[src/rtl/mlg_pkg.sv]
package mlg_pkg;
  // register block base addresses (byte-wide host port)
  localparam logic [7:0] A_RES  = 8'h60;
  localparam logic [7:0] A_AFLG = 8'h70;
  localparam logic [7:0] A_WFLG = 8'h74;
  localparam logic [7:0] A_AMSK = 8'h78;
  localparam logic [7:0] A_WMSK = 8'h7C;

  // limit slot order inside one channel
  typedef enum logic [1:0] {
    LIM_AHI = 2'd0,
    LIM_ALO = 2'd1,
    LIM_WHI = 2'd2,
    LIM_WLO = 2'd3
  } lim_slot_e;

  localparam int SLOTS = 4;
  localparam int FW    = 16; // flag word width in the map
endpackage

[src/rtl/mlg_chan_cmp.sv]
module mlg_chan_cmp #(
  parameter int DW         = 16,
  parameter bit SIGNED_CMP = 1'b0
) (
  input  logic          clk,
  input  logic          rst,
  input  logic          valid,
  input  logic [DW-1:0] res,
  input  logic [DW-1:0] lim_ahi,
  input  logic [DW-1:0] lim_alo,
  input  logic [DW-1:0] lim_whi,
  input  logic [DW-1:0] lim_wlo,
  output logic [1:0]    aset,   // [0] ceiling, [1] floor
  output logic [1:0]    wset,
  output logic [DW-1:0] res_q
);
  logic gt_ah, lt_al, gt_wh, lt_wl;

  generate
    if (SIGNED_CMP) begin : g_signed
      assign gt_ah = $signed(res) > $signed(lim_ahi);
      assign lt_al = $signed(res) < $signed(lim_alo);
      assign gt_wh = $signed(res) > $signed(lim_whi);
      assign lt_wl = $signed(res) < $signed(lim_wlo);
    end else begin : g_unsigned
      assign gt_ah = res > lim_ahi;
      assign lt_al = res < lim_alo;
      assign gt_wh = res > lim_whi;
      assign lt_wl = res < lim_wlo;
    end
  endgenerate

  assign aset = valid ? {lt_al, gt_ah} : 2'b00;
  assign wset = valid ? {lt_wl, gt_wh} : 2'b00;

  always_ff @(posedge clk) begin
    if (rst)        res_q <= '0;
    else if (valid) res_q <= res;
  end

  AST_EQ_NO_FLAG: assert property (@(posedge clk) disable iff (rst)
    (valid && res == lim_ahi) |-> !aset[0]);
  AST_RES_HOLD: assert property (@(posedge clk) disable iff (rst)
    !valid |=> $stable(res_q));
endmodule

[src/rtl/mlg_flags.sv]
module mlg_flags #(
  parameter int NF = 10
) (
  input  logic          clk,
  input  logic          rst,
  input  logic [NF-1:0] aset,
  input  logic [NF-1:0] wset,
  input  logic [NF-1:0] aclr,
  input  logic [NF-1:0] wclr,
  input  logic [NF-1:0] amask,
  input  logic [NF-1:0] wmask,
  output logic [NF-1:0] alm_q,
  output logic [NF-1:0] wrn_q,
  output logic          irq
);
  always_ff @(posedge clk) begin
    if (rst) begin
      alm_q <= '0;
      wrn_q <= '0;
    end else begin
      alm_q <= (alm_q & ~aclr) | aset;
      wrn_q <= (wrn_q & ~wclr) | wset;
    end
  end

  assign irq = |((alm_q & amask) | (wrn_q & wmask));

  AST_FLAG_STICKY: assert property (@(posedge clk) disable iff (rst)
    1'b1 |=> ((($past(alm_q) & ~$past(aclr)) & ~alm_q) == '0) &&
             ((($past(wrn_q) & ~$past(wclr)) & ~wrn_q) == '0));
  AST_FLAG_NEEDS_SET: assert property (@(posedge clk) disable iff (rst)
    1'b1 |=> ((alm_q & ~$past(alm_q) & ~$past(aset)) == '0) &&
             ((wrn_q & ~$past(wrn_q) & ~$past(wset)) == '0));
  AST_SET_WINS: assert property (@(posedge clk) disable iff (rst)
    (|(aset | wset)) |=> ((alm_q & $past(aset)) == $past(aset)) &&
                         ((wrn_q & $past(wset)) == $past(wset)));
endmodule

[src/rtl/mlg_regs.sv]
module mlg_regs
  import mlg_pkg::*;
#(
  parameter int             NCH       = 5,
  parameter int             DW        = 16,
  parameter logic [NCH-1:0] SIGNED_CH = 'b1
) (
  input  logic                   clk,
  input  logic                   rst,
  input  logic                   we,
  input  logic [7:0]             addr,
  input  logic [7:0]             wdata,
  output logic [7:0]             rdata,
  input  logic [2*NCH-1:0]       alm,
  input  logic [2*NCH-1:0]       wrn,
  input  logic [NCH*DW-1:0]      res_flat,
  output logic [NCH*SLOTS*DW-1:0] lim_flat,
  output logic [2*NCH-1:0]       amask,
  output logic [2*NCH-1:0]       wmask,
  output logic [2*NCH-1:0]       aclr,
  output logic [2*NCH-1:0]       wclr
);
  localparam int         NF        = 2 * NCH;
  localparam int         NB        = DW / 8;
  localparam int         LIM_WORDS = NCH * SLOTS;
  localparam int         IW        = $clog2(LIM_WORDS);
  localparam logic [7:0] LIM_END   = 8'(LIM_WORDS * NB);
  localparam logic [7:0] RES_END   = 8'(int'(A_RES) + NCH * NB);

  logic [DW-1:0] lim_q [LIM_WORDS];
  logic [NF-1:0] amask_q, wmask_q;
  logic [FW-1:0] aw, ww, amw, wmw;
  logic [IW-1:0] widx;
  int            bsel, rbase;
  logic [7:0]    rd_next;

  function automatic logic [FW-1:0] to_word(input logic [NF-1:0] f);
    to_word = '0;
    for (int k = 0; k < NF; k++) to_word[FW-1-k] = f[k];
  endfunction

  function automatic logic [NF-1:0] from_word(input logic [FW-1:0] w);
    for (int k = 0; k < NF; k++) from_word[k] = w[FW-1-k];
  endfunction

  function automatic logic [FW-1:0] put_byte(input logic [FW-1:0] w,
                                             input logic lo, input logic [7:0] d);
    put_byte = lo ? {w[15:8], d} : {d, w[7:0]};
  endfunction

  function automatic logic [DW-1:0] lim_rst(input int i);
    logic sgn, hi;
    sgn = SIGNED_CH[i / SLOTS];
    hi  = ((i % SLOTS) == int'(LIM_AHI)) || ((i % SLOTS) == int'(LIM_WHI));
    if (sgn) lim_rst = hi ? {1'b0, {(DW-1){1'b1}}} : {1'b1, {(DW-1){1'b0}}};
    else     lim_rst = hi ? {DW{1'b1}} : {DW{1'b0}};
  endfunction

  assign aw  = to_word(alm);
  assign ww  = to_word(wrn);
  assign amw = to_word(amask_q);
  assign wmw = to_word(wmask_q);

  always_comb begin
    widx  = IW'(int'(addr) / NB);
    bsel  = int'(addr) % NB;
    rbase = ((int'(addr) - int'(A_RES)) / NB) * DW + DW - 1 - 8 * ((int'(addr) - int'(A_RES)) % NB);
  end

  // write-one-to-clear pulses for the flag bytes
  always_comb begin
    aclr = '0;
    wclr = '0;
    if (we) begin
      if (addr == A_AFLG)      aclr = from_word({wdata, 8'h00});
      if (addr == A_AFLG + 1)  aclr = from_word({8'h00, wdata});
      if (addr == A_WFLG)      wclr = from_word({wdata, 8'h00});
      if (addr == A_WFLG + 1)  wclr = from_word({8'h00, wdata});
    end
  end

  always_comb begin
    rd_next = '0;
    if (addr < LIM_END)
      rd_next = lim_q[widx][DW-1-8*bsel -: 8];
    else if (addr >= A_RES && addr < RES_END)
      rd_next = res_flat[rbase -: 8];
    else begin
      case (addr)
        A_AFLG:     rd_next = aw[15:8];
        A_AFLG + 1: rd_next = aw[7:0];
        A_WFLG:     rd_next = ww[15:8];
        A_WFLG + 1: rd_next = ww[7:0];
        A_AMSK:     rd_next = amw[15:8];
        A_AMSK + 1: rd_next = amw[7:0];
        A_WMSK:     rd_next = wmw[15:8];
        A_WMSK + 1: rd_next = wmw[7:0];
        default:    rd_next = '0;
      endcase
    end
  end

  always_ff @(posedge clk) begin
    if (rst) begin
      for (int i = 0; i < LIM_WORDS; i++) lim_q[i] <= lim_rst(i);
      amask_q <= '0;
      wmask_q <= '0;
      rdata   <= '0;
    end else begin
      if (we) begin
        if (addr < LIM_END) lim_q[widx][DW-1-8*bsel -: 8] <= wdata;
        if (addr == A_AMSK || addr == A_AMSK + 1)
          amask_q <= from_word(put_byte(amw, addr[0], wdata));
        if (addr == A_WMSK || addr == A_WMSK + 1)
          wmask_q <= from_word(put_byte(wmw, addr[0], wdata));
      end
      rdata <= rd_next;
    end
  end

  always_comb
    for (int i = 0; i < LIM_WORDS; i++) lim_flat[i*DW +: DW] = lim_q[i];

  assign amask = amask_q;
  assign wmask = wmask_q;

  AST_LIMIT_HOLD: assert property (@(posedge clk) disable iff (rst)
    !we |=> $stable(lim_flat));
  AST_MASK_HOLD: assert property (@(posedge clk) disable iff (rst)
    !we |=> ($stable(amask_q) && $stable(wmask_q)));
endmodule

[src/rtl/mon_limit_guard.sv]
module mon_limit_guard
  import mlg_pkg::*;
#(
  parameter int             NCH       = 5,
  parameter int             DW        = 16,
  parameter logic [NCH-1:0] SIGNED_CH = 'b1
) (
  input  logic              clk,
  input  logic              rst,
  input  logic [NCH-1:0]    res_valid,
  input  logic [NCH*DW-1:0] res_word,
  input  logic              hst_we,
  input  logic [7:0]        hst_addr,
  input  logic [7:0]        hst_wdata,
  output logic [7:0]        hst_rdata,
  output logic              irq
);
  localparam int NF = 2 * NCH;

  logic [NCH*SLOTS*DW-1:0] lim_flat;
  logic [NCH*DW-1:0]       res_flat;
  logic [NF-1:0]           aset, wset, aclr, wclr, amask, wmask, alm_q, wrn_q;

  generate
    for (genvar c = 0; c < NCH; c++) begin : g_ch
      mlg_chan_cmp #(
        .DW        (DW),
        .SIGNED_CMP(SIGNED_CH[c])
      ) u_cmp (
        .clk    (clk),
        .rst    (rst),
        .valid  (res_valid[c]),
        .res    (res_word[c*DW +: DW]),
        .lim_ahi(lim_flat[(c*SLOTS + int'(LIM_AHI))*DW +: DW]),
        .lim_alo(lim_flat[(c*SLOTS + int'(LIM_ALO))*DW +: DW]),
        .lim_whi(lim_flat[(c*SLOTS + int'(LIM_WHI))*DW +: DW]),
        .lim_wlo(lim_flat[(c*SLOTS + int'(LIM_WLO))*DW +: DW]),
        .aset   (aset[2*c +: 2]),
        .wset   (wset[2*c +: 2]),
        .res_q  (res_flat[c*DW +: DW])
      );
    end
  endgenerate

  mlg_regs #(
    .NCH      (NCH),
    .DW       (DW),
    .SIGNED_CH(SIGNED_CH)
  ) u_regs (
    .clk     (clk),
    .rst     (rst),
    .we      (hst_we),
    .addr    (hst_addr),
    .wdata   (hst_wdata),
    .rdata   (hst_rdata),
    .alm     (alm_q),
    .wrn     (wrn_q),
    .res_flat(res_flat),
    .lim_flat(lim_flat),
    .amask   (amask),
    .wmask   (wmask),
    .aclr    (aclr),
    .wclr    (wclr)
  );

  mlg_flags #(.NF(NF)) u_flags (
    .clk  (clk),
    .rst  (rst),
    .aset (aset),
    .wset (wset),
    .aclr (aclr),
    .wclr (wclr),
    .amask(amask),
    .wmask(wmask),
    .alm_q(alm_q),
    .wrn_q(wrn_q),
    .irq  (irq)
  );

  AST_IRQ_FALL_BY_HOST: assert property (@(posedge clk) disable iff (rst)
    $fell(irq) |-> $past(hst_we));
endmodule

[config.mk]
export PLATFORM = sky130hd
export DESIGN_NAME = mon_limit_guard
export DESIGN_NICKNAME = d
export VERILOG_FILES = /design/src/rtl/mlg_pkg.sv /design/src/rtl/mlg_chan_cmp.sv /design/src/rtl/mlg_flags.sv /design/src/rtl/mlg_regs.sv /design/src/rtl/mon_limit_guard.sv
export SDC_FILE = /design/constraint.sdc
export NUM_CORES = 1
export LEC_CHECK = 0
export BUFFER_PORTS_ARGS = -buffer_cell sky130_fd_sc_hd__buf_2
export CORE_AREA = 2 2 207 361
export CTS_BUF_LIST = sky130_fd_sc_hd__clkbuf_16
export DETAILED_ROUTE_END_ITERATION = 16
export DIE_AREA = 0 0 209 363
export GPL_TIMING_DRIVEN = 0
export HOLD_SLACK_MARGIN = 0.02
export PLACE_DENSITY = 0.74
export SYNTH_ARGS = -nofsm -noshare
export SYNTH_HDL_FRONTEND = slang
export SYNTH_SLANG_ARGS = --single-unit
[constraint.sdc]
create_clock -name clk -period 2.8 [get_ports clk]
set_input_delay 0.14 -clock clk [delete_from_list [all_inputs] [get_ports clk]]
set_output_delay 0.14 -clock clk [all_outputs]
set_load 0.03 [all_outputs]
After elaboration in Yosys (flattened, before gate mapping)
Memory sizes are Yosys's and may differ from the RTL's.
Cells that the tools add are included.
{ "totals": {"regBits": 128, "ramBits": 320, "input_bits": 104, "out_inout_bits": 9, "elab_cells": 107, "mem_count": 1} }
{ "classes": {"n_addsub": 7, "n_lt_le_gt_ge": 23, "n_eq_ne": 8, "shift": 4, "n_mux": 32, "n_bitwise": 11, "reduce_logical": 9} }
{ "memory_table": {"columns": ["name", "words", "width", "read_ports", "rd_ports_with_merged_regs", "wr", "line_no", "source"], "rows": [
  ["u_regs.lim_q", 20, 16, 21, 0, 20, "mlg_regs.sv:30", "logic [DW-1:0] lim_q [LIM_WORDS];"]
]} }
{ "op_table": {"columns": ["op", "n"], "rows": [
  ["$gt 16x16->1", 10],
  ["$lt 16x16->1", 10],
  ["$mux 16", 7],
  ["$shiftx 87x32->8", 1],
  ["$eq 8x7->1 const B", 8],
  ["$pmux 8 s8", 1],
  ["$and 10x10->10", 4],
  ["$mux 10", 4],
  ["$neg 32->33", 1],
  ["$shift 8x33->23 const A", 1],
  ["$shiftx 8x33->23", 1],
  ["$add 32x6->32 const B", 1],
  ["$mux 8", 4],
  ["$shiftx 23x32->8", 1],
  ["$sub 32x2->32 const B", 1],
  ["$sub 32x5->32", 1],
  ["$or 10x10->10", 3],
  ["$add 28x1->28", 1],
  ["$mux 2", 10],
  ["$not 10->10", 2],
  ["$reduce_or 16->1", 1],
  ["$reduce_and 3->1", 4],
  ["$reduce_or 10->1", 1],
  ["$sub 8x7->9 const B", 1],
  ["10 further kinds", 15]
]} }

Depth between registers and ports, before layout
{ "depth": {"word_depth": 9, "ltp_mapped": 16, "ltp_nobuf": 14} }

Cells and area by module
A second synthesis with hierarchy kept.
{ "unflattened": {"hier_cells": 3045, "hier_area_um2": 33480.9} }
{ "by_module_without_submodules": {"columns": ["mod", "instances", "cells_each", "area_each_um2", "seq_area_each_um2"], "rows": [
  ["mlg_regs", 1, 1578, 22110.0, 13653.1],
  ["mlg_chan_cmp at g_ch[1].u_cmp ...", 4, 275, 2100.8, 320.3],
  ["mlg_chan_cmp at g_ch[0].u_cmp", 1, 273, 2193.4, 320.3],
  ["mlg_flags", 1, 94, 774.5, 400.4]
]} }

Worst setup path before layout
Ideal clock, no wire load.
{ "synth_timing": {"path_type": "in2reg", "startpoint": "input hst_addr[5]", "endpoint": "register u_regs.rdata[4]", "setup_ns": 0.079, "arrival_ns": 2.959, "required_time_ns": 2.721, "setup_slack_ns": -0.238, "cell_stages": 14, "n_path_buf": 2, "path_cell_list": "buf_2 -> a21oi_2 -> nand2_1 -> inv_1 -> ha_1 -> ha_1 -> ha_1 -> ha_1 -> fa_1 -> clkbuf_1 -> nand3b_1 -> nor2_1 -> o21ai_0 -> o211ai_1"} }
{ "synth_between": {"elab_chain_len": 9, "elab_cells_between_ends": 24, "cone_classes": "add/sub: 5; order compare: 3; eq/ne: 8; shift: 2; mux: 3; bitwise: 1; reduce/logical: 1; memory: 1"} }
{ "synth_rtl": {"columns": ["item", "line_no", "source"], "rows": [
  ["start: declaration", "mon_limit_guard.sv:13", "input logic [7:0] hst_addr,"],
  ["$sub 8x7->9", "mlg_regs.sv:67", "rbase = ((int'(addr) - int'(A_RES)) / NB) * DW + DW - 1 - 8 * ((int'(addr) - int'(A_RES)) % NB);"],
  ["$and 1x1->1 (no source line)", null, null],
  ["$add 28x1->28 (no source line)", null, null],
  ["$add 32x6->32", "mlg_regs.sv:67", null],
  ["$sub 32x2->32", "mlg_regs.sv:67", null],
  ["$sub 32x5->32", "mlg_regs.sv:67", null],
  ["$shiftx 87x32->8", "mlg_regs.sv:87", "rd_next = res_flat[rbase -: 8];"],
  ["$mux 8", "mlg_regs.sv:86", "else if (addr >= A_RES && addr < RES_END)"],
  ["$mux 8 *", "mlg_regs.sv:84", "if (addr < LIM_END)"],
  ["end signal: assignment", "mlg_regs.sv:117", "rdata <= rd_next;"],
  ["end: declaration", "mlg_regs.sv:13", "output logic [7:0] rdata,"]
]} }
Mark *: on every way between the ends. The rest lies on a longest branch, timed or not.
A chain may end at the register's enable or synchronous reset.

Worst setup path in the final report
{ "layout_timing": {"startpoint": "input hst_addr[2]", "endpoint": "register u_regs.rdata[7]"} }
Same word-level chain as after synthesis.

==> impl_results.md <==
* Placed cells at roughly 4400
* Routed vias at 29210
* FP Rows at around 130
* Post-DR wirelength/cell at roughly 34 um
* Max cap viols at 2
* WP data required at roughly 3.3 ns
* Tightest Pin Transition at 1.52 ns
* Setup crit start: hst_addr[2]
* Reg clk slew, reported paths at about 0.070 ns
* CP Class: input pin to flip-flop
* Total Power at 23.0 mW
* Post-synth top cells: 512 x edfxtp_1, 319 x ha_1, 314 x inv_1
* Final setup vio count at 22
* Avg Inst Size Synth at approximately 11 um2
* Clock root cell: clkbuf_16
* H-tree Lvls at 2
* Final core utilization at 57.3%
* GP Congestion at 1.09
* Non-filler instance count after layout at 4607
* Reg2Reg Launch Point: u_regs.lim_q[2][10]$_SDFFCE_PN1P_
* Worst EP arrival at 3.51 ns
* Drt first pass iters at 5
* Die Ht at 363 um
* Area Overhead vs Synth at 15.5%
* Final worst path period share at 108%
* Die width at 209 um
* Synth Flop Type: edfxtp_1
* Mapped Area at 0.0361 mm2
* DR iter-0 viols at 3607
* Nets at 4047
* Pins Over Slew Limit at 21
* Hold path start: res_valid[0]
* DIE AREA at 0.0759 mm2
* Global-route wire length before repair at 215 mm
* Max Buffers Root-to-Sink at 3
* Cell Pwr Density at about 550 mW/mm2
* Final hold slack at 0.0479 ns
* Total CTS buffers at 58
* Antenna violations before repair at 14
* Mux cell area share after synthesis at 11.8%
* Synth Area in Compound Gates at 9.12%
* Vias in the first global route at approximately 29000
* Cells after synthesis at 3178
* Met2 wire length at 69.2 mm
* Largest net degree at the start of global routing at 17
* Effective utilization at floorplan at roughly half
* Top-area cell type share of the netlist area at a little over two fifths
* Top routing layer used: met5
* Status: finished, violations left
* # IOs at 113
* Total track usage at 41.5%
* Core outline area at 0.0729 mm2
* I/O Buffers at 101
* ANT nets after route at 0
* Detail Placement HPWL at ~120 mm
* Remaining DRCs at 0
* Seq cells post-synth at 640
* Final setup margin at -0.220 ns
* RSZ-0062 raised after global routing: true
* Worst hold path class: input pin to flip-flop
* Total gr overflow at 0
* Max_slew headroom at -1.66%
* Top-count cell post-synth: edfxtp_1
* Worst IR Drop VDD at 0.513 mV
* Seq/Total Area, Yosys at 49.6%
* Setup crit end kind: flip-flop
* CTS tree: built
* CP Launch Type: input pin
* Vias per std cell at 6.34
* Warnings from Yosys at 0
* Ratio of cells with drive above 1 in the final layout at between 10 and 15%
* Post-synth ARST share at 0%
* Post-Route WL at 157 mm
* Failing checks: capacitance limit, slew limit, setup timing
* Clock latency on the worst-skew pair at 0.67 ns
* Synth unique cells at 70
* Post-route cell area at ~0.042 mm2
* Post-Synth Adder-Cell Area at 11.1%
* Post-Synth XOR/XNOR Area at 0.263%
* Fmax at 0.331 GHz
* CTS sink cnt at 640
* Post-synthesis simple-gate area fraction at about 13%
* Pre-CTS setup slack at -2.14 ns
* CP max FO at 10
* Pleak at 17.5 nW
* Hold Vio Cnt, Final at 0
* Met1 WL at 50.3 mm
* DP Area at 0.0386 mm2
* Number of synthesized flops with an enable pin at 512
* Setup Total Neg Slack at -0.916 ns
* Synth area leader: edfxtp_1
* Fill count at 6271
* Main combinational cell family by area after synthesis: simple AND/OR/NAND/NOR gates
* Setup Skew at 0.0240 ns
* Synth top area cells: edfxtp_1 43%, ha_1 11%, dfxtp_1 7.1%
* Fin crit period at 3.02 ns
* Routed met3 length at approximately 16 mm
[state kept, by name, indices dropped and copies added, names as in the netlist]
register,flops
u_flags.alm_q,10
u_flags.wrn_q,10
u_regs.wmask,10
g_ch.u_cmp.res_q,80
u_regs.rdata,8
u_regs.amask,10
u_regs.lim_q,512
[logic make-up after synthesis]
group           Yosys count
xor+xnor                 10
simple gates            870
buf+inv                 494
flops                   640
fa+ha+maj               320
compound gates          509
mux                     334
other cells               1
[worst paths after layout]
check	endpoint	cells after the start	slack (ns)
worst min-delay path	g_ch[0].u_cmp.res_q[4]$_SDFFE_PP0P_	3	0.05
worst max register to register	u_regs.rdata[2]$_SDFF_PP0_	6	0.06
worst min register to register	g_ch[3].u_cmp.res_q[10]$_SDFFE_PP0P_	2	0.49
worst max-delay path	u_regs.rdata[7]$_SDFF_PP0_	10	-0.22
[per-layer routing]
metal / GRT usage [%] / vias up
li1: - / 12359
met1: 44.7 / 14053
met2: 64.9 / 2052
met3: 9.66 / 742
met4: 44.1 / 4
met5: 0.639 / -
[timing repair]
action | 4_1_cts | 5_1_grt
hold endpoints to repair | 83 | 0
setup buffers | 10 | 0
gates resized for setup | 123 | 52
endpoints found under the setup margin | 680 | 177
pin swaps | 5 | 2
hold buffers | 82 | 0
[cell usage in the layout (no fill, tap or decap), drive strengths merged, types with 7 or more instances in the layout]
cell,n
ha,319
a31oi,17
nand3,51
nand2,105
mux2,19
o21a,25
conb,192
edfxtp,512
o211ai,17
dfxtp,128
inv,333
clkinv,24
o22ai,45
a22oi,30
a211oi,20
dlygate4sd3,82
xnor2,7
and2,168
a2111oi,11
a21o,67
or3,163
nor3,31
mux2i,244
nor4,13
nand2b,18
a211o,11
mux4,71
nor2,192
clkbuf,193
nor2b,34
buf,156
and3,12
nand3b,7
o31ai,8
o21ai,129
nand4,59
a22o,10
a21oi,89
[critical path: stages]
cell	delay (ns)
buf_2	0.10
buf_4	0.27
buf_2	0.36
buf_2	0.65
mux2i_1	0.42
o22ai_1	0.15
nor2_1	0.41
nand3_1	0.14
o211ai_1	0.58
o211ai_1	0.26
[layout make-up]
| class | instances | area [um2] | share of cell area (%) |
|---|---|---|---|
| sequential | 640 | 17900 | 42.9 |
| multi-input combinational | 2235 | 17400 | 41.7 |
| clock buffer | 60 | 1500 | 3.59 |
| timing repair buffer | 194 | 1420 | 3.39 |
| inverter | 316 | 1190 | 2.84 |
| tap | 931 | 1160 | 2.79 |
| buffer | 178 | 850 | 2.03 |
| clock inverter | 48 | 299 | 0.716 |
| antenna | 5 | 12.5 | 0.0300 |
[report_power, final]
group	total, mW	leakage, nW	switching [mW]	internal, mW
logic	3.86	10.6	2.55	1.31
clock network	7.88	0.922	3.80	4.08
registers	11.2	6.04	0.376	10.9
Power figures use the tool's default switching activity.
